<file path="config.mk">
export PLATFORM = sky130hd
export DESIGN_NAME = led_blink_ctrl
export DESIGN_NICKNAME = d
export VERILOG_FILES = /design/src/rtl/led_blink_pkg.sv /design/src/rtl/led_pin_sync.sv /design/src/rtl/led_blink_gen.sv /design/src/rtl/led_blink_regs.sv /design/src/rtl/led_blink_ctrl.sv
export SDC_FILE = /design/constraint.sdc
export NUM_CORES = 1
export LEC_CHECK = 0
export ABC_AREA = 0
export BUFFER_PORTS_ARGS = -buffer_cell sky130_fd_sc_hd__buf_4
export CAP_MARGIN = 20
export CORE_MARGIN = 1.5
export CORE_UTILIZATION = 50
export DETAILED_ROUTE_END_ITERATION = 10
export PLACE_DENSITY = 0.71
export SLEW_MARGIN = 15
export SYNTH_ARGS = -nofsm -noshare
export SYNTH_HDL_FRONTEND = slang
export SYNTH_SLANG_ARGS = --single-unit
</file>
<file path="constraint.sdc">
create_clock -name clk -period 2.1 [get_ports clk]
set_clock_uncertainty 0.15 [all_clocks]
set_input_delay 0.21 -clock clk [delete_from_list [all_inputs] [get_ports clk]]
set_output_delay 0.21 -clock clk [all_outputs]
set_load 0.1 [all_outputs]
</file>
<file path="src/rtl/led_blink_pkg.sv">
package led_blink_pkg;
   typedef enum logic [1:0] {
      LED_OFF    = 2'b00,
      LED_ON     = 2'b01,
      LED_BLINK0 = 2'b10,
      LED_BLINK1 = 2'b11
   } led_mode_e;

   localparam int unsigned ADDR_PINS     = 0;
   localparam int unsigned ADDR_PSC0     = 1;
   localparam int unsigned ADDR_DUTY0    = 2;
   localparam int unsigned ADDR_PSC1     = 3;
   localparam int unsigned ADDR_DUTY1    = 4;
   localparam int unsigned ADDR_SEL_BASE = 5;
   localparam int unsigned NUM_SCHEMES   = 2;
endpackage

</file>
<file path="src/rtl/led_pin_sync.sv">
module led_pin_sync #(
   parameter int unsigned WIDTH  = 8,
   parameter int unsigned STAGES = 2
) (
   input  logic             clk,
   input  logic             rst_n,
   input  logic [WIDTH-1:0] din,
   output logic [WIDTH-1:0] dout
);
   generate
      if (STAGES < 1) begin : g_bad
         $error("led_pin_sync: STAGES must be at least 1");
      end
   endgenerate

   logic [STAGES-1:0][WIDTH-1:0] stage_q;

   always_ff @(posedge clk or negedge rst_n) begin
      if (!rst_n) begin
         stage_q <= '0;
      end else begin
         stage_q[0] <= din;
         for (int s = 1; s < int'(STAGES); s++) begin
            stage_q[s] <= stage_q[s-1];
         end
      end
   end

   assign dout = stage_q[STAGES-1];
endmodule

</file>
<file path="src/rtl/led_blink_gen.sv">
module led_blink_gen #(
   parameter int unsigned PSC_W = 8,
   parameter int unsigned PH_W  = 8
) (
   input  logic             clk,
   input  logic             rst_n,
   input  logic             tick,
   input  logic             restart,
   input  logic [PSC_W-1:0] psc,
   input  logic [PH_W-1:0]  duty,
   output logic [PH_W-1:0]  phase,
   output logic             active
);
   logic [PSC_W-1:0] pre_q;
   logic [PH_W-1:0]  phase_q;

   always_ff @(posedge clk or negedge rst_n) begin
      if (!rst_n) begin
         pre_q   <= '0;
         phase_q <= '0;
      end else if (restart) begin
         pre_q   <= '0;
         phase_q <= '0;
      end else if (tick) begin
         if (pre_q == psc) begin
            pre_q   <= '0;
            phase_q <= phase_q + 1'b1;
         end else begin
            pre_q   <= pre_q + 1'b1;
         end
      end
   end

   assign phase  = phase_q;
   assign active = (phase_q < duty);
endmodule

</file>
<file path="src/rtl/led_blink_regs.sv">
module led_blink_regs
   import led_blink_pkg::*;
#(
   parameter int unsigned NUM_OUT = 8,
   parameter int unsigned DATA_W  = 8,
   parameter int unsigned ADDR_W  = 3,
   parameter int unsigned PSC_W   = 8,
   parameter int unsigned PH_W    = 8
) (
   input  logic                                clk,
   input  logic                                rst_n,
   input  logic                                wr_en,
   input  logic [ADDR_W-1:0]                   addr,
   input  logic [DATA_W-1:0]                   wr_data,
   input  logic [NUM_OUT-1:0]                  pins_sync,
   output logic [DATA_W-1:0]                   rd_data,
   output logic [NUM_SCHEMES-1:0][PSC_W-1:0]   psc,
   output logic [NUM_SCHEMES-1:0][PH_W-1:0]    duty,
   output logic [NUM_SCHEMES-1:0]              restart,
   output logic [2*NUM_OUT-1:0]                mode_flat
);
   localparam int unsigned PER_REG = DATA_W / 2;
   localparam int unsigned NUM_SEL = (NUM_OUT + PER_REG - 1) / PER_REG;

   logic [NUM_SCHEMES-1:0][PSC_W-1:0] psc_q;
   logic [NUM_SCHEMES-1:0][PH_W-1:0]  duty_q;
   logic [NUM_SEL-1:0][DATA_W-1:0]    sel_q;

   function automatic logic hit(input logic [ADDR_W-1:0] a, input int unsigned target);
      return a == ADDR_W'(target);
   endfunction

   always_ff @(posedge clk or negedge rst_n) begin
      if (!rst_n) begin
         psc_q  <= '0;
         duty_q <= '0;
         sel_q  <= '0;
      end else if (wr_en) begin
         for (int k = 0; k < int'(NUM_SCHEMES); k++) begin
            if (hit(addr, ADDR_PSC0 + 2*k)) psc_q[k]  <= wr_data[PSC_W-1:0];
            if (hit(addr, ADDR_DUTY0 + 2*k)) duty_q[k] <= wr_data[PH_W-1:0];
         end
         for (int s = 0; s < int'(NUM_SEL); s++) begin
            if (hit(addr, ADDR_SEL_BASE + s)) sel_q[s] <= wr_data;
         end
      end
   end

   always_comb begin
      rd_data = '0;
      if (hit(addr, ADDR_PINS)) rd_data[NUM_OUT-1:0] = pins_sync;
      for (int k = 0; k < int'(NUM_SCHEMES); k++) begin
         if (hit(addr, ADDR_PSC0 + 2*k))  rd_data[PSC_W-1:0] = psc_q[k];
         if (hit(addr, ADDR_DUTY0 + 2*k)) rd_data[PH_W-1:0]  = duty_q[k];
      end
      for (int s = 0; s < int'(NUM_SEL); s++) begin
         if (hit(addr, ADDR_SEL_BASE + s)) rd_data = sel_q[s];
      end
   end

   genvar n, k;
   generate
      for (k = 0; k < NUM_SCHEMES; k++) begin : g_restart
         assign restart[k] = wr_en && hit(addr, ADDR_PSC0 + 2*k);
      end
      for (n = 0; n < NUM_OUT; n++) begin : g_mode
         assign mode_flat[2*n +: 2] = sel_q[n / PER_REG][2*(n % PER_REG) +: 2];
      end
   endgenerate

   assign psc  = psc_q;
   assign duty = duty_q;
endmodule

</file>
<file path="src/rtl/led_blink_ctrl.sv">
module led_blink_ctrl
   import led_blink_pkg::*;
#(
   parameter int unsigned NUM_OUT     = 8,
   parameter int unsigned DATA_W      = 8,
   parameter int unsigned ADDR_W      = 3,
   parameter int unsigned PSC_W       = 8,
   parameter int unsigned PH_W        = 8,
   parameter int unsigned SYNC_STAGES = 2
) (
   input  logic               clk,
   input  logic               rst_n,
   input  logic               tick,
   input  logic               wr_en,
   input  logic [ADDR_W-1:0]  addr,
   input  logic [DATA_W-1:0]  wr_data,
   output logic [DATA_W-1:0]  rd_data,
   input  logic [NUM_OUT-1:0] pin_level,
   output logic [NUM_OUT-1:0] led_drive
);
   localparam int unsigned NUM_SEL = (2 * NUM_OUT + DATA_W - 1) / DATA_W;
   localparam int unsigned LAST_ADDR = ADDR_SEL_BASE + NUM_SEL - 1;

   generate
      if (DATA_W != 8) begin : g_chk_data
         $error("led_blink_ctrl: DATA_W must be 8");
      end
      if (NUM_OUT > DATA_W || NUM_OUT < 1) begin : g_chk_out
         $error("led_blink_ctrl: NUM_OUT must be 1..DATA_W");
      end
      if (PSC_W > DATA_W || PH_W > DATA_W) begin : g_chk_w
         $error("led_blink_ctrl: PSC_W and PH_W must not exceed DATA_W");
      end
      if (LAST_ADDR >= (1 << ADDR_W)) begin : g_chk_addr
         $error("led_blink_ctrl: ADDR_W too small for register map");
      end
   endgenerate

   logic [NUM_OUT-1:0]                pins_sync;
   logic [NUM_SCHEMES-1:0][PSC_W-1:0] psc;
   logic [NUM_SCHEMES-1:0][PH_W-1:0]  duty;
   logic [NUM_SCHEMES-1:0]            restart;
   logic [2*NUM_OUT-1:0]              mode_flat;
   logic [NUM_SCHEMES-1:0]            sch_active;
   logic [NUM_SCHEMES-1:0][PH_W-1:0]  sch_phase;

   led_pin_sync #(.WIDTH(NUM_OUT), .STAGES(SYNC_STAGES)) u_sync (
      .clk  (clk),
      .rst_n(rst_n),
      .din  (pin_level),
      .dout (pins_sync)
   );

   led_blink_regs #(
      .NUM_OUT(NUM_OUT), .DATA_W(DATA_W), .ADDR_W(ADDR_W),
      .PSC_W(PSC_W), .PH_W(PH_W)
   ) u_regs (
      .clk      (clk),
      .rst_n    (rst_n),
      .wr_en    (wr_en),
      .addr     (addr),
      .wr_data  (wr_data),
      .pins_sync(pins_sync),
      .rd_data  (rd_data),
      .psc      (psc),
      .duty     (duty),
      .restart  (restart),
      .mode_flat(mode_flat)
   );

   genvar k, n;
   generate
      for (k = 0; k < NUM_SCHEMES; k++) begin : g_scheme
         led_blink_gen #(.PSC_W(PSC_W), .PH_W(PH_W)) u_gen (
            .clk    (clk),
            .rst_n  (rst_n),
            .tick   (tick),
            .restart(restart[k]),
            .psc    (psc[k]),
            .duty   (duty[k]),
            .phase  (sch_phase[k]),
            .active (sch_active[k])
         );
      end

      for (n = 0; n < NUM_OUT; n++) begin : g_pin
         led_mode_e mode;
         assign mode = led_mode_e'(mode_flat[2*n +: 2]);
         always_comb begin
            unique case (mode)
               LED_OFF:    led_drive[n] = 1'b0;
               LED_ON:     led_drive[n] = 1'b1;
               LED_BLINK0: led_drive[n] = sch_active[0];
               LED_BLINK1: led_drive[n] = sch_active[1];
               default:    led_drive[n] = 1'b0;
            endcase
         end
      end
   endgenerate
endmodule

</file>
==> impl_metrics.tcl, run 1 <==
set metrics [dict create \
    clock.fmax_mhz 384 \
    synth_edf_count 0 \
    synthArstFlopShare 1.00 \
    cp_cell_sequence "inv_1 > ha_1 > nor2_1 > nor2_2 > a2111oi_4 > buf_6 > o21ai_2 > o21ai_4 > buf_12" \
    cp_max_fo 8 \
    slew_headroom 0.651 \
    clock-sinks 96 \
    vias 4001 \
    ys.flop_type "dfrtp_1" \
    hp-start "tick" \
    cts_tree "yes" \
    drc 0 \
    hpwl_um 8970 \
    rrSetupSlack_ns 0.05 \
    crit_slowest_cell "dfrtp_1" \
    violations "negative setup slack" \
    path_delay_family "compound AO/OA/AOI/OAI gates" \
    period_share 1.24 \
    via_per_inst 5.64 \
    area_growth_pct 30.6 \
    gp_congestion 0.892 \
    die_y_um 102 \
    grt_first_pass_wirelength_um 20200 \
    htree_levels 3 \
    core_mm2 0.00968 \
    netlist_area_mm2 0.00493 \
    p_sw_w 0.00242 \
    dieArea_mm2 0.0105 \
    setup_viol 10 \
    io_buffer_count 38 \
    ys_seq_area_frac 0.487 \
    route.met2.wl_um 6120 \
    rr_startpoint "g_scheme[0].u_gen.pre_q[5]" \
    rows 36 \
    wl_met3_um 530 \
    r2r_end "g_scheme[0].u_gen.phase[4]" \
    vdd_drop_max_v 0.000559 \
    internal_power_w 0.00382 \
    gr-total-overflow 0 \
    cts_root_buf "clkbuf_8" \
    grt_max_degree 40 \
    insertion_delay_ns 0.37 \
    p_comb_frac 0.402 \
    path_class "reg -> out" \
    cpPeakStageDelay_ns 0.37 \
    crit_path_start_kind "register" \
    total_power_w 0.00624 \
    ios 39 \
    rsz0062_at_grt "yes" \
    synthCells 481 \
    worst_pin_slew_ns 0.523 \
    crit_buf_inv 3 \
    wl_met1_um 5680 \
    swShare 0.388 \
    hold_end "g_scheme[1].u_gen.pre_q[1]" \
    pwr-share-seq 0.401 \
    slew_violations 0 \
    synth_seq_cells 96 \
    routed_wl_um 12600 \
    crit_required_ns 1.74 \
    nets 614 \
    wl_per_cell_um 17.8 \
    crit_path_end_kind "primary output" \
    syn_area_per_cell_um2 10.2 \
    first_pass_iters 4 \
    clkSlewWorstSetupHoldPaths_ns 0.09 \
    drive_above_1_share 0.326 \
    top_layer "met4" \
    reg2regPathDepth 6 \
    hold_depth 3 \
    max_cap_violations 0 \
    grt_pass1_vias 3988 \
    drtIter0Drc 170 \
    critPathArrivalTime_ns 2.24 \
    layout_commonest_cell "dfrtp_1" \
    min_path_type "in -> reg" \
    drt.antenna.violating_nets 0 \
    layout_common_cells "dfrtp_1, buf_4, nand2_1" \
    finalHoldViolCount 0 \
    clockBufferDepth 2 \
    placed_area_mm2 0.00579 \
    pwr-share-clk 0.197 \
    antenna_found_initial 0 \
    antennaDiodeCount 0 \
    powerDensity_mw_per_mm2 970 \
    p_leak_nw 2.86 \
    cts-buffers-inserted 9 \
    post-route-min-period_ns 2.60 \
    timing.final.ws_setup_ns -0.503 \
    synth_warnings 0 \
    die_w_um 102 \
    fin_area_mm2 0.00644 \
    status "finished, violations left" \
    synthDistinctLibCells 44 \
    grt_usage 0.258 \
    initial_core_util 0.509 \
    syn-num-nets 522 \
]
==> stage by stage <==
stage                     hold slack (ns)  cells  setup WS, ns  setup TNS, ns  utilization
after floorplan                    -0.236    481        -0.271          -2.78            -
after global placement             0.0676    672        -0.248          -1.52        0.597
after detailed placement           0.0710    672        -0.342          -2.25        0.597
after CTS                          0.0484    706        -0.510          -4.07        0.653
after global routing               0.0687    710        -0.620          -5.15        0.665
final                              0.0670    710        -0.503          -3.96        0.665
==> worst min-delay path: stages <==
cell,delay [ns]
buf_4,0.18
nand3_1,0.10
a21oi_1,0.06
==> sequential cells by signal, indices dropped and copies added (netlist names) <==
register              count
g_scheme.u_gen.phase     16
u_sync.dout               8
u_regs.duty              16
g_scheme.u_gen.pre_q     16
u_sync.stage_q            8
u_regs.psc               16
u_regs.mode_flat         16
==> cells in the mapped netlist (4+ instances only) <==
cell type / instances / area (µm²)
a21oi_1: 25 / 125
and3_1: 4 / 25.0
clkbuf_1: 16 / 60.1
dfrtp_1: 96 / 2400
ha_1: 18 / 225
inv_1: 17 / 63.8
mux2_2: 28 / 315
mux2i_1: 9 / 90.1
mux4_2: 8 / 180
nand2_1: 64 / 240
nand2b_1: 11 / 68.8
nand3_1: 11 / 55.1
nand4_1: 14 / 87.6
nor2_1: 32 / 120
nor2b_1: 4 / 25.0
nor3_1: 11 / 55.1
o21ai_0: 42 / 210
or3_1: 4 / 25.0
xnor2_1: 16 / 140
xor2_1: 16 / 140
==> worst max-delay path by stage <==
stage                                from  slack (ns)  cells past startpoint      endpoint
after CTS                  u_regs.duty[9]       -0.51                      8  led_drive[5]
final                     u_regs.duty[10]       -0.50                      9  led_drive[7]
after global placement     u_regs.duty[9]       -0.25                      8  led_drive[6]
after detailed placement  u_regs.duty[12]       -0.34                      9  led_drive[7]
after floorplan                   addr[1]       -0.27                      5    rd_data[1]
after global routing      u_regs.duty[10]       -0.62                      9  led_drive[6]
==> power by group through the flow <==
stage | Sequential [W] | Combinational (W) | Clock (W)
2_1_floorplan | 0.00244 | 0.00160 | 0
3_3_place_gp | 0.00250 | 0.00212 | 0
3_5_place_dp | 0.00252 | 0.00218 | 0
4_1_cts | 0.00248 | 0.00241 | 0.00125
5_1_grt | 0.00254 | 0.00270 | 0.00132
6_report | 0.00250 | 0.00251 | 0.00123
==> routing by layer <==
layer / up-vias / track usage
met1: 1993 / 0.357
li1: 1868 / -
met4: 0 / 0.0875
met5: - / 0
met3: 26 / 0.0479
met2: 114 / 0.413
==> kinds of logic after synthesis <==
logic type | after synthesis | share of synthesized area
xor gates and xnor gates | 32 | 0.0569
buffers and inverters | 38 | 0.0307
adders and majority gates | 18 | 0.0457
DFF | 96 | 0.487
AOI/OAI and AO/OA | 79 | 0.0891
and+or+nand+nor | 173 | 0.172
muxes | 45 | 0.119
==> area by class of cell <==
cell class	count	area, µm²
repair buffers	102	963
well taps	133	166
inverters	17	63.8
clock buffers	10	138
clock inverters	5	57.6
multi-input cells	347	2640
fillers	742	3250
flip-flops and latches	96	2400
==> timing repair <==
item                                    in CTS  in global routing
setup buffers                                2                  4
gates cloned                                 0                  0
resized for setup                           39                 23
hold buffers                                17                  0
endpoints found under the setup margin      13                 24
endpoints found under the hold margin       68                  0
pin swaps                                    0                  6
No activity file was read; power rests on OpenSTA's default activity.
==> run 2: changes to the inputs <==
--- a/config.mk
+++ b/config.mk
@@ -12,6 +12,7 @@
 export CORE_UTILIZATION = 50
 export DETAILED_ROUTE_END_ITERATION = 10
 export PLACE_DENSITY = 0.71
+export SETUP_SLACK_MARGIN = 0.3
 export SLEW_MARGIN = 15
 export SYNTH_ARGS = -nofsm -noshare
 export SYNTH_HDL_FRONTEND = slang
==> impl_metrics.tcl, run 2 (synthesized netlist as in run 1, its figures left out) <==
set metrics [dict create \
    vdd_drop_max_v 0.000560 \
    crit_required_ns 1.74 \
    setup_viol 13 \
    gp_congestion 0.850 \
    cts-buffers-inserted 9 \
    clock.fmax_mhz 367 \
    worst_pin_slew_ns 0.552 \
    crit_path_start_kind "register" \
    drtIter0Drc 306 \
    grt_max_degree 38 \
    vias 4262 \
    area_growth_pct 45.0 \
    nets 641 \
    rows 36 \
    period_share 1.30 \
    hpwl_um 9010 \
    antennaDiodeCount 0 \
    crit_start "g_scheme[1].u_gen.phase[5]" \
    path_class "reg -> out" \
    htree_levels 3 \
    gr-total-overflow 0 \
    wl_per_cell_um 19.8 \
    finalHoldViolCount 0 \
    placed_area_mm2 0.00587 \
    fillers 622 \
    hp-start "tick" \
    max_cap_violations 0 \
    clkSlewWorstSetupHoldPaths_ns 0.11 \
    routed_wl_um 14600 \
    grt_pass1_vias 4178 \
    timing.final.ws_setup_ns -0.625 \
    powerDensity_mw_per_mm2 983 \
    slew_headroom 0.632 \
    drive_above_1_share 0.408 \
    clockBufferDepth 2 \
    cp_max_fo 8 \
    cts_tree "yes" \
    layout_commonest_cell "dfrtp_1" \
    drt.antenna.violating_nets 0 \
    grt_util_met1 0.372 \
    ios 39 \
    slew_violations 0 \
    core_mm2 0.00968 \
    antenna_found_initial 0 \
    insertion_delay_ns 0.38 \
    fin_area_mm2 0.00715 \
    grt_usage 0.279 \
    clock-sinks 96 \
    grt_first_pass_wirelength_um 21600 \
    gr-usage-met2 0.463 \
    post-route-min-period_ns 2.73 \
    rsz0062_at_grt "yes" \
    busiest_layer "met2" \
    dieArea_mm2 0.0105 \
    critPathArrivalTime_ns 2.37 \
    io_buffer_count 38 \
    violations "negative setup slack" \
    initial_core_util 0.509 \
    die_w_um 102 \
    status "finished, violations left" \
    crit_path_end_kind "primary output" \
    die_y_um 102 \
    p_leak_nw 3.18 \
    rr_startpoint "u_regs.psc[3]" \
    first_pass_iters 5 \
    use_met3 0.0356 \
    min_path_type "in -> reg" \
    cts_root_buf "clkbuf_8" \
    via_per_inst 5.78 \
    total_power_w 0.00702 \
    drc 0 \
    layout_common_cells "dfrtp_1, buf_4, nand2_1" \
]
run 2: worst max-delay path, cell delays in order (launching register included):
cell and delay, ns:
dfrtp_1 0.42, ha_1 0.33, nand4_1 0.14, nor2_2 0.07, a2111oi_4 0.38, buf_6 0.20, o21ai_1 0.14, o21ai_4 0.11
buf_12 0.19
run 2: metal layers:
layer	vias to the layer above	share of wire
met5	-	0
met4	0	0.043
li1	1923	-
met2	180	0.50
met3	53	0.057
met1	2106	0.40
run 2: stage by stage:
| stage | util | hold slack [ns] | setup TNS, ns | instances | worst slack [ns] |
|---|---|---|---|---|---|
| 2_1_floorplan | - | -0.236 | -0.824 | 481 | -0.103 |
| 6_report | 0.738 | 0.0565 | -4.74 | 738 | -0.625 |
| 4_1_cts | 0.703 | 0.0496 | -4.38 | 727 | -0.539 |
| 3_5_place_dp | 0.607 | 0.0704 | -1.89 | 680 | -0.249 |
| 3_3_place_gp | 0.607 | 0.0700 | -1.46 | 680 | -0.186 |
| 5_1_grt | 0.738 | 0.0565 | -5.55 | 738 | -0.677 |
run 2: area by class of cell:
cell class	count	area [µm²]	area share
well taps	133	166	0.0233
multi-input cells	348	2970	0.416
inverters	17	63.8	0.00893
clock buffers	9	124	0.0173
flip-flops and latches	96	2400	0.336
repair buffers	128	1300	0.182
clock inverters	7	118	0.0165
run 2: power by group:
group	internal, W	total, W	switching, W
combinational	0.00136	0.00304	0.00168
clock	0.000796	0.00149	0.000696
sequential	0.00217	0.00249	0.000322
run 2: path summary, 6_finish.rpt:
kind	endpoint	cells after the start	slack (ns)
hold / removal	g_scheme[0].u_gen.pre_q[0]	3	0.06
min in group asynchronous	g_scheme[0].u_gen.phase[4]	2	0.19
hold reg to reg	u_sync.dout[2]	0	0.20
setup / recovery	led_drive[4]	8	-0.63
max in group asynchronous	g_scheme[1].u_gen.pre_q[1]	3	0.96
setup reg to reg	g_scheme[0].u_gen.phase[6]	8	-0.02
run 2: repair_timing:
| action | CTS | global route |
|---|---|---|
| hold buffers | 17 | 0 |
| setup buffers | 13 | 11 |
| endpoints found under the setup margin | 30 | 43 |
| gates resized for setup | 99 | 53 |
| endpoints found under the hold margin | 68 | 0 |
| cloned | 1 | 0 |
| pin swaps | 16 | 30 |
